===== config.mk =====
export PLATFORM = sky130hd
export DESIGN_NAME = gpio_port_path
export DESIGN_NICKNAME = d
export VERILOG_FILES = /design/src/rtl/gpio_port_pkg.sv /design/src/rtl/gpio_in_sync.sv /design/src/rtl/gpio_pin_slice.sv /design/src/rtl/gpio_port_path.sv
export SDC_FILE = /design/constraint.sdc
export NUM_CORES = 1
export LEC_CHECK = 0
export CORE_MARGIN = 1
export CORE_UTILIZATION = 40
export DETAILED_ROUTE_END_ITERATION = 7
export DONT_BUFFER_PORTS = 1
export GPL_TIMING_DRIVEN = 1
export PLACE_DENSITY = 0.57
export SLEW_MARGIN = 5
export SYNTH_ARGS = -nofsm -noshare
export SYNTH_HDL_FRONTEND = slang
export SYNTH_SLANG_ARGS = --single-unit

===== constraint.sdc =====
create_clock -name clk -period 0.8 [get_ports clk]
set_input_delay 0.04 -clock clk [delete_from_list [all_inputs] [get_ports clk]]
set_output_delay 0.04 -clock clk [all_outputs]
set_load 0.005 [all_outputs]

===== src/rtl/gpio_port_pkg.sv =====
package gpio_port_pkg;
   localparam int unsigned GPIO_MAX_WIDTH = 64;
   localparam int unsigned GPIO_MAX_SYNC  = 4;
   typedef enum logic {DIR_OUT = 1'b0, DIR_IN = 1'b1} pin_dir_e;
endpackage


===== src/rtl/gpio_in_sync.sv =====
module gpio_in_sync #(
   parameter int unsigned WIDTH  = 8,
   parameter int unsigned STAGES = 2
) (
   input  logic             clk,
   input  logic             rst_n,
   input  logic [WIDTH-1:0] d,
   output logic [WIDTH-1:0] q
);
   initial begin
      if (STAGES < 2 || STAGES > gpio_port_pkg::GPIO_MAX_SYNC)
         $error("gpio_in_sync: STAGES out of range");
   end

   logic [WIDTH-1:0] chain [STAGES];

   genvar s;
   generate
      for (s = 0; s < STAGES; s++) begin : g_stage
         always_ff @(posedge clk or negedge rst_n) begin
            if (!rst_n) chain[s] <= '0;
            else if (s == 0) chain[s] <= d;
            else chain[s] <= chain[(s == 0) ? 0 : s-1];
         end
      end
   endgenerate

   assign q = chain[STAGES-1];
endmodule


===== src/rtl/gpio_pin_slice.sv =====
module gpio_pin_slice (
   input  logic dir_in,
   input  logic out_val,
   input  logic inv,
   input  logic flt,
   input  logic pu_req,
   input  logic lvl_sync,
   output logic drv,
   output logic oe,
   output logic pu,
   output logic rb
);
   import gpio_port_pkg::*;
   pin_dir_e mode;
   assign mode = pin_dir_e'(dir_in);

   always_comb begin
      drv = out_val;
      oe  = 1'b0;
      pu  = 1'b0;
      rb  = out_val;
      unique case (mode)
         DIR_IN: begin
            pu = pu_req;
            rb = lvl_sync ^ inv;
         end
         DIR_OUT: begin
            oe = ~flt;
         end
         default: ;
      endcase
   end
endmodule


===== src/rtl/gpio_port_path.sv =====
module gpio_port_path #(
   parameter int unsigned WIDTH       = 8,
   parameter int unsigned SYNC_STAGES = 2,
   parameter logic [WIDTH-1:0] RST_DIR = '1,
   parameter logic [WIDTH-1:0] RST_OUT = '1,
   parameter logic [WIDTH-1:0] RST_PU  = '0
) (
   input  logic             clk,
   input  logic             rst_n,
   input  logic [WIDTH-1:0] cfg_dir,
   input  logic [WIDTH-1:0] cfg_out,
   input  logic [WIDTH-1:0] cfg_inv,
   input  logic [WIDTH-1:0] cfg_float,
   input  logic [WIDTH-1:0] cfg_pu,
   input  logic [WIDTH-1:0] pin_in,
   output logic [WIDTH-1:0] pin_out,
   output logic [WIDTH-1:0] pin_oe,
   output logic [WIDTH-1:0] pin_pu,
   output logic [WIDTH-1:0] rdback
);
   localparam int unsigned LAST_PIN = WIDTH - 1;

   initial begin
      if (WIDTH < 1 || WIDTH > gpio_port_pkg::GPIO_MAX_WIDTH)
         $error("gpio_port_path: WIDTH out of range");
      if (RST_DIR != {WIDTH{1'b1}})
         $error("gpio_port_path: RST_DIR must leave all pins as inputs");
   end

   logic [WIDTH-1:0] lvl_sync;

   gpio_in_sync #(.WIDTH(WIDTH), .STAGES(SYNC_STAGES)) u_sync (
      .clk(clk), .rst_n(rst_n), .d(pin_in), .q(lvl_sync)
   );

   genvar i;
   generate
      for (i = 0; i <= LAST_PIN; i++) begin : g_pin
         gpio_pin_slice u_slice (
            .dir_in  (cfg_dir[i]),
            .out_val (cfg_out[i]),
            .inv     (cfg_inv[i]),
            .flt     (cfg_float[i]),
            .pu_req  (cfg_pu[i]),
            .lvl_sync(lvl_sync[i]),
            .drv     (pin_out[i]),
            .oe      (pin_oe[i]),
            .pu      (pin_pu[i]),
            .rb      (rdback[i])
         );
      end
   endgenerate
endmodule


==> results.json, run 1 <==
{
  "clockRootBuffer": "clkbuf_4",
  "drive_gt1_frac": 0.0588,
  "fin_crit_sh": 1.24,
  "violations": "negative hold slack, negative setup slack",
  "status": "complete, but fails checks",
  "drt_iter0_markers": 3,
  "antenna_found_initial": 0,
  "hold-worst-slack_ns": -0.140,
  "crit_type": "reg2out",
  "critPathMaxFanout": 1,
  "dpl_worst_slack_ns": 0.0896,
  "dieArea_um2": 2340,
  "vdd_ir_drop_max_mv": 0.959,
  "ant_nets": 0,
  "drv_cap": 0,
  "setup_viol": 8,
  "std_cell_rows": 16,
  "ys_seq_elements": 16,
  "vias": 431,
  "r2r_start": "u_sync.chain[12]",
  "fin_crit_ns": 0.988,
  "crit_required_ns": 0.76,
  "cts_hold_buf": 9,
  "r2r_slack_ns": 0.33,
  "total_power_mw": 1.42,
  "synth.top_cell.area_share": 0.465,
  "clkLatencyLatePin_ns": 0.27,
  "nets": 120,
  "drc": 0,
  "hold_path.class": "in2async",
  "finalWirelength_um": 1030,
  "postCtsSetupRepairBufs": 0,
  "r2r_cells": 0,
  "skew_ns": 0.000114,
  "start_util": 0.430,
  "gr-total-overflow": 0,
  "die_h_um": 48.4,
  "p_leak_nw": 0.327,
  "globalplace.congestion": 0.573,
  "diodes": 0,
  "dr.pass1.iters": 2,
  "synth_top_area_cell": "dfrtp_1",
  "crit_path_start_kind": "register",
  "area_growth_pct": -10.2,
  "worst_slew_pin_slew_ns": 0.674,
  "avgSynthCellArea_um2": 9.78,
  "seq_area_frac_synth": 0.465,
  "clock-sinks": 16,
  "numCtsBuffers": 3,
  "first_global_vias": 406,
  "fmax_ghz": 1.01,
  "synth_area_leaders": "dfrtp_1 (47%), buf_4 (28%), xnor2_1 (8.1%)",
  "die_width_um": 48.4,
  "synth.distinct_cells": 6,
  "endpoint": "rdback[7]",
  "worst_setup_path_end_kind": "output port",
  "h-tree-depth": 1,
  "slew_viol_final": 0,
  "port_buffers": 0,
  "routedWlPerCell_um": 10.9,
  "clkTransAtPathRegs_ns": 0.09,
  "final_hold_viol_count": 16,
  "final_cell_mix": "nor2_1 (16), dfrtp_1 (16), xnor2_1 (8), and2_1 (8), dlygate4sd3_1 (8)",
  "grt_max_degree": 17,
  "crit_start": "u_sync.q[7]",
  "setup_slack_ns": -0.188,
  "r2r-end": "u_sync.q[4]",
  "power_density_nw_per_um2": 1840,
  "rsz0062_at_grt": "yes",
  "max-slew-margin-rel": 0.550,
  "cts_tree": "built",
  "io_pins": 82,
  "cts_max_path_buffers": 2,
  "synth_fp_nets": 138,
  "grt_usage": 0.0854,
  "hpwl_um": 838,
  "yosys_warnings": 0,
  "core_um2": 2000,
  "synth_area_um2": 861,
  "vias_per_cell": 4.54,
  "grt_pass1_wl_um": 1570,
  "syn_inst": 88,
  "critPathArrivalTime_ns": 0.95
}
==> stage by stage <==
step,TNS (ns),instance area [um2],instances,util
after global routing,-1.91,773,95,0.386
after CTS,-1.56,767,95,0.383
after global placement,0,654,83,0.327
after detailed placement,0,654,83,0.327
after floorplan,0,861,88,-
final,-1.41,773,95,0.386
==> routing by layer <==
metal  vias to the layer above  routed length (um)  track usage
li1                        201                   -            -
met1                       201                 370       0.0905
met2                        29                 575        0.143
met3                         0                  88       0.0409
met4                         0                   0       0.0392
met5                         -                   0            0
==> state kept, by name, indices dropped and copies added, names as in the netlist <==
signal,flops
u_sync.q,8
u_sync.chain,8
==> cell families (layout without fill, tap and decap cells) <==
family	after synthesis	in the layout	share of synthesized area
compound gates	8	8	0.0465
xor+xnor	8	8	0.0814
buf+inv	32	12	0.279
flops	16	16	0.465
simple gates	24	24	0.128
==> where the power goes <==
| group | leakage, nW | internal (mW) | switching [mW] |
|---|---|---|---|
| clock network | 0.0138 | 0.174 | 0.222 |
| logic | 0.127 | 0.0902 | 0.0734 |
| registers | 0.186 | 0.848 | 0.0127 |
| total | 0.327 | 1.11 | 0.308 |
==> cell usage after synthesis <==
| cell | instances |
|---|---|
| buf_4 | 32 |
| a21oi_1 | 8 |
| xnor2_1 | 8 |
| and2_1 | 8 |
| nor2_1 | 16 |
| dfrtp_1 | 16 |
==> final cells by class <==
cell class / instances / area, um2
Fill cell: 210 / 1230
Sequential cell: 16 / 400
Multi-Input combinational cell: 40 / 224
Timing Repair Buffer: 9 / 92.6
Tap cell: 27 / 33.8
Clock buffer: 3 / 22.5
==> how the worst min path moves through the flow <==
stage / endpoint / from / slack (ns)
detailed placement: u_sync.chain[15] / rst_n / -0.26
finish: u_sync.chain[15] / rst_n / -0.14
global placement: u_sync.chain[9] / rst_n / -0.26
CTS: pin_out[4] / cfg_out[4] / 0.08
global route: u_sync.q[7] / rst_n / -0.07
floorplan: u_sync.chain[10] / rst_n / -0.26
==> critical path: stages (launching register included) <==
cell and delay [ns]:
dfrtp_1 0.38, xnor2_1 0.12, a21oi_1 0.17
==> repair_timing <==
item                                   CTS  global route
endpoints found under the hold margin   24            16
pin swaps                                8             0
cloned                                   0             0
resized for setup                        0             2
setup endpoints to repair                8            24
Power figures use the tool's default switching activity.
==> run 2: changes to the inputs <==
- ABC_CLOCK_PERIOD_IN_PS: default -> 1080
- PLACE_DENSITY: 0.57 -> 0.55
- clock period: 0.8 -> 1.08 ns (I/O delays scaled with it)
==> run 2 against run 1 <==
The run now ends clean. Clock skew barely moved. Register-to-register slack improved by 0.27 ns. Combinational power fell by 25%. Via count rose by 2.8%. Sequential share of layout area fell by 0.084 points. Hold slack improved by 0.25 ns. Non-clock buffer count did not move. Cell area rose by 0.16%. Critical path depth did not move. Utilization rose by 0.063 points. Total power fell by 25%. Flip-flop and latch count did not move.
==> results.json, run 2 (synthesis gave the netlist of run 1 again) <==
{
  "status": "finished clean",
  "fin_crit_ns": 1.01,
  "vias": 443,
  "core_um2": 2000,
  "start_util": 0.430,
  "worst_setup_path_end_kind": "output port",
  "gr-total-overflow": 0,
  "dr.pass1.iters": 3,
  "max_stage_delay_ns": 0.38,
  "drv_cap": 0,
  "cts_max_path_buffers": 2,
  "max-slew-margin-rel": 0.538,
  "fin_crit_sh": 0.933,
  "cp_cell_sequence": "xnor2_1, a21oi_1",
  "min_delay_path_depth": 0,
  "worst_slew_pin_slew_ns": 0.690,
  "numCtsBuffers": 3,
  "min_from": "cfg_out[2]",
  "setup_viol": 0,
  "n_fill_cell": 208,
  "clkLatencyLatePin_ns": 0.28,
  "globalplace.congestion": 0.563,
  "skew_ns": 0.000198,
  "hold_path.class": "in2out",
  "multiInputGateArea_um2": 228,
  "antenna_found_initial": 0,
  "drive_gt1_frac": 0.0735,
  "r2r_start": "u_sync.chain[12]",
  "dieArea_um2": 2340,
  "r2r_slack_ns": 0.60,
  "r2r-end": "u_sync.q[4]",
  "postCtsSetupRepairBufs": 0,
  "die_h_um": 48.4,
  "fin_tns_setup_ns": 0,
  "critPathMaxFanout": 1,
  "first_global_vias": 448,
  "crit_family": "flip-flops",
  "hpwl_um": 820,
  "port_buffers": 0,
  "p_leak_nw": 0.319,
  "timing.critical_path.buf_inv": 0,
  "drc": 0,
  "area_growth_pct": -10.0,
  "grt_pass1_wl_um": 1700,
  "final_hold_viol_count": 0,
  "nets": 120,
  "critPathArrivalTime_ns": 0.95,
  "clockRootBuffer": "clkbuf_4",
  "grt_max_degree": 17,
  "drt_iter0_markers": 8,
  "crit_path_start_kind": "register",
  "ant_nets": 0,
  "r2r_cells": 0,
  "grt_usage": 0.0962,
  "clkTransAtPathRegs_ns": 0.09,
  "setup_slack_ns": 0.0720,
  "fmax_ghz": 0.992,
  "vdd_ir_drop_max_mv": 0.912,
  "cts_tree": "built",
  "power_density_nw_per_um2": 1370,
  "regArea_um2": 400,
  "dpl_worst_slack_ns": 0.339,
  "std_cell_rows": 16,
  "crit_required_ns": 1.03,
  "io_pins": 82,
  "rsz0062_at_grt": "no",
  "diodes": 0,
  "hold-worst-slack_ns": 0.108,
  "crit_slowest_cell": "dfrtp_1",
  "h-tree-depth": 1,
  "finalWirelength_um": 1090,
  "die_width_um": 48.4,
  "worstHoldEndpoint": "pin_out[2]",
  "crit_type": "reg2out",
  "clock-sinks": 16,
  "final_cell_mix": "nor2_1 (16), dfrtp_1 (16), dlygate4sd3_1 (9)",
  "routedWlPerCell_um": 11.4,
  "vias_per_cell": 4.66,
  "slew_viol_final": 0
}
==> run 2: through the flow <==
stage	total power [mW]	cell area, um2	std cells	util
global placement	0.734	654	83	0.327
CTS	1.07	767	95	0.383
detailed placement	0.736	654	83	0.327
floorplan	0.829	861	88	-
finish	1.06	774	95	0.387
global route	1.11	774	95	0.387
==> run 2: how the worst max path moves through the flow <==
stage | slack (ns) | to | depth (start not counted) | startpoint
after floorplan | 0.32 | rdback[0] | 3 | u_sync.q[0]
after global placement | 0.36 | rdback[2] | 2 | u_sync.q[2]
after detailed placement | 0.34 | rdback[1] | 2 | u_sync.q[1]
after CTS | 0.02 | rdback[1] | 2 | u_sync.q[1]
after global routing | 0.004 | rdback[5] | 2 | u_sync.q[5]
final | 0.07 | rdback[5] | 2 | u_sync.q[5]
==> run 2: final cells by class <==
class,count,share of cell area
sequential,16,0.517
tap,27,0.0436
timing repair buffer,9,0.116
clock buffer,3,0.0291
multi-input combinational,40,0.294
==> run 2: what timing repair did <==
action	in CTS	in global routing
resized for setup	0	2
hold buffers	9	0
endpoints found under the hold margin	24	0
endpoints found under the setup margin	0	5
==> run 2: metal layers <==
| metal | vias up | wire (um) | track usage |
|---|---|---|---|
| met5 | - | 0 | 0 |
| met4 | 0 | 0 | 0.0637 |
| met3 | 0 | 59 | 0.0283 |
| met2 | 26 | 629 | 0.169 |
| met1 | 214 | 397 | 0.0986 |
| li1 | 203 | - | - |
==> run 2: power by group <==
part / switching, mW / total, mW / internal (mW)
Clock: 0.168 / 0.297 / 0.129
Sequential: 0.0102 / 0.639 / 0.629
Combinational: 0.0557 / 0.123 / 0.0672
==> run 3: changes to the inputs <==
- ABC_AREA: default -> 1
- CORE_UTILIZATION: 40 -> 60
- PLACE_DENSITY: 0.55 -> 0.77
==> run 3 against run 2 <==
Die area is 23% lower. Non-clock buffer count is the same. Sequential power about the same. Largest cell class unchanged. Largest power group unchanged. Cell area up 13%. Cell count up 39%. Clock power is essentially flat. Clock skew barely moved. Register-to-register slack barely moved.
==> results.json, run 3 <==
{
  "status": "finished clean",
  "p_leak_nw": 0.565,
  "core_um2": 1520,
  "timing.critical_path.buf_inv": 1,
  "synth.top_cell.area_share": 0.408,
  "worstHoldEndpoint": "pin_out[1]",
  "max-slew-margin-rel": 0.535,
  "start_util": 0.644,
  "p_switching_mw": 0.248,
  "synthArstFlopShare": 1.00,
  "crit_required_ns": 1.03,
  "final_common_cell": "nand2_1",
  "ys_top_cells_by_count": "nand2_1 (40), buf_4 (32), inv_1 (32)",
  "worst_setup_path_end_kind": "output port",
  "avgSynthCellArea_um2": 7.21,
  "max_stage_delay_ns": 0.38,
  "fmax_ghz": 1.05,
  "numCtsBuffers": 3,
  "diodes": 0,
  "crit_path_start_kind": "register",
  "total_power_mw": 1.07,
  "synth.distinct_cells": 6,
  "synth_top_area_cell": "dfrtp_1",
  "min_from": "cfg_out[1]",
  "min_delay_path_depth": 0,
  "grt_max_degree": 17,
  "r2r_start": "u_sync.chain[8]",
  "vdd_ir_drop_max_mv": 0.974,
  "synth_area_um2": 981,
  "io_pins": 82,
  "drv_cap": 0,
  "post-synth-top-count-cell": "nand2_1",
  "cp_cell_sequence": "inv_1, nand2_1, nand3_1, nand2_1",
  "antenna_found_initial": 0,
  "globalplace.congestion": 0.620,
  "critPathMaxFanout": 2,
  "cts_max_path_buffers": 2,
  "final_util": 0.573,
  "grt_usage": 0.158,
  "drc": 0,
  "synth_edf_count": 0,
  "grt_pass1_wl_um": 2150,
  "yosys_warnings": 0,
  "final_hold_viol_count": 0,
  "gr-total-overflow": 0,
  "hold_path.class": "in2out",
  "swShare": 0.233,
  "r2r_slack_ns": 0.60,
  "die_h_um": 42.4,
  "r2r_cells": 0,
  "vias": 634,
  "drt_iter0_markers": 3,
  "synth_flop_cell": "dfrtp_1",
  "clkLatencyLatePin_ns": 0.28,
  "power.share.clock": 0.278,
  "synth_fp_nets": 186,
  "synth_area_leaders": "dfrtp_1 (41%), buf_4 (24%), nand2_1 (15%)",
  "dieArea_um2": 1800,
  "crit_slowest_cell": "dfrtp_1",
  "fin_crit_ns": 0.951,
  "hold-worst-slack_ns": 0.108,
  "comb_power_share": 0.122,
  "h-tree-depth": 1,
  "nets": 168,
  "cts_tree": "built",
  "crit_type": "reg2out",
  "worst_slew_pin_slew_ns": 0.695,
  "power.internal_mw": 0.817,
  "n_fill_cell": 127,
  "cp_common_cell": "nand2_1",
  "seq_area_frac_synth": 0.408,
  "seq_power_share": 0.601,
  "ys_seq_elements": 16,
  "finalWirelength_um": 1340,
  "clock-sinks": 16,
  "first_global_vias": 604,
  "syn_inst": 136,
  "clockRootBuffer": "clkbuf_4",
  "final_cell_mix": "nand2_1 (40), inv_1 (32), dfrtp_1 (16)",
  "clkTransAtPathRegs_ns": 0.08,
  "port_buffers": 0,
  "routedWlPerCell_um": 10.2,
  "power_density_nw_per_um2": 1220,
  "dr.pass1.iters": 4,
  "skew_ns": 0.000367,
  "rsz0062_at_grt": "no",
  "slew_viol_final": 0,
  "setup_viol": 0,
  "area_growth_pct": -11.0,
  "r2r-end": "u_sync.q[0]",
  "hpwl_um": 1070,
  "die_width_um": 42.4,
  "std_cell_rows": 14,
  "vias_per_cell": 4.80,
  "dpl_cell_area_um2": 761,
  "critPathArrivalTime_ns": 0.90,
  "drive_gt1_frac": 0.0259,
  "final_area_um2": 873,
  "fin_crit_sh": 0.880,
  "fin_tns_setup_ns": 0,
  "ant_nets": 0,
  "crit_family": "flip-flops"
}
-- run 3: changes by cell type after synthesis, sizes merged --
| cell | before | now |
|---|---|---|
| inv | 0 | 32 |
| nor2 | 16 | 8 |
| xnor2 | 8 | 0 |
| nand2 | 0 | 40 |
| nand3 | 0 | 8 |
| and2 | 8 | 0 |
| a21oi | 8 | 0 |
-- run 3: how the worst max path moves through the flow --
stage                startpoint   endpoint  cells after the start
finish              u_sync.q[6]  rdback[6]                      4
global route        u_sync.q[5]  rdback[5]                      4
CTS                 u_sync.q[4]  rdback[4]                      4
detailed placement  u_sync.q[5]  rdback[5]                      3
global placement    u_sync.q[1]  rdback[1]                      4
floorplan           u_sync.q[0]  rdback[0]                      5
-- run 3: power groups by stage --
stage / clock [mW] / sequential (mW) / combinational (mW)
after floorplan: 0 / 0.649 / 0.184
after global placement: 0 / 0.652 / 0.0906
after detailed placement: 0 / 0.653 / 0.0948
after CTS: 0.309 / 0.641 / 0.131
after global routing: 0.324 / 0.644 / 0.153
final: 0.296 / 0.640 / 0.130
-- run 3: cells by family (layout without fill, tap and decap cells) --
family	Yosys count	in the layout	synth area share
flip-flops	16	16	0.408
AND/OR/NAND/NOR	56	56	0.224
buffers and inverters	64	44	0.367
-- run 3: cell type report --
cell class	count	area, um2	share of cell area
Sequential cell	16	400	0.458
Multi-Input combinational cell	56	220	0.252
Inverter	32	120	0.138
Timing Repair Buffer	9	90.1	0.103
Clock buffer	3	22.5	0.0258
Tap cell	16	20.0	0.0229
-- run 3: what timing repair did --
| item | in CTS | in global routing |
|---|---|---|
| hold buffers | 9 | 0 |
| buffers inserted | 0 | 0 |
| resized for setup | 0 | 0 |
| endpoints found under the hold margin | 24 | 0 |
-- run 3: metrics by stage --
| step | cells | setup slack [ns] |
|---|---|---|
| after detailed placement | 120 | 0.436 |
| after global placement | 120 | 0.451 |
| after global routing | 132 | 0.0392 |
| after floorplan | 136 | 0.372 |
| after CTS | 132 | 0.117 |
| final | 132 | 0.129 |
-- run 3: layer usage --
metal	track usage	wire (um)	part of all wire	vias up
li1	-	-	-	314
met1	0.143	450	0.34	278
met2	0.317	769	0.57	40
met3	0.0345	106	0.079	2
met4	0.0750	14	0.010	0
met5	0	0	0	-
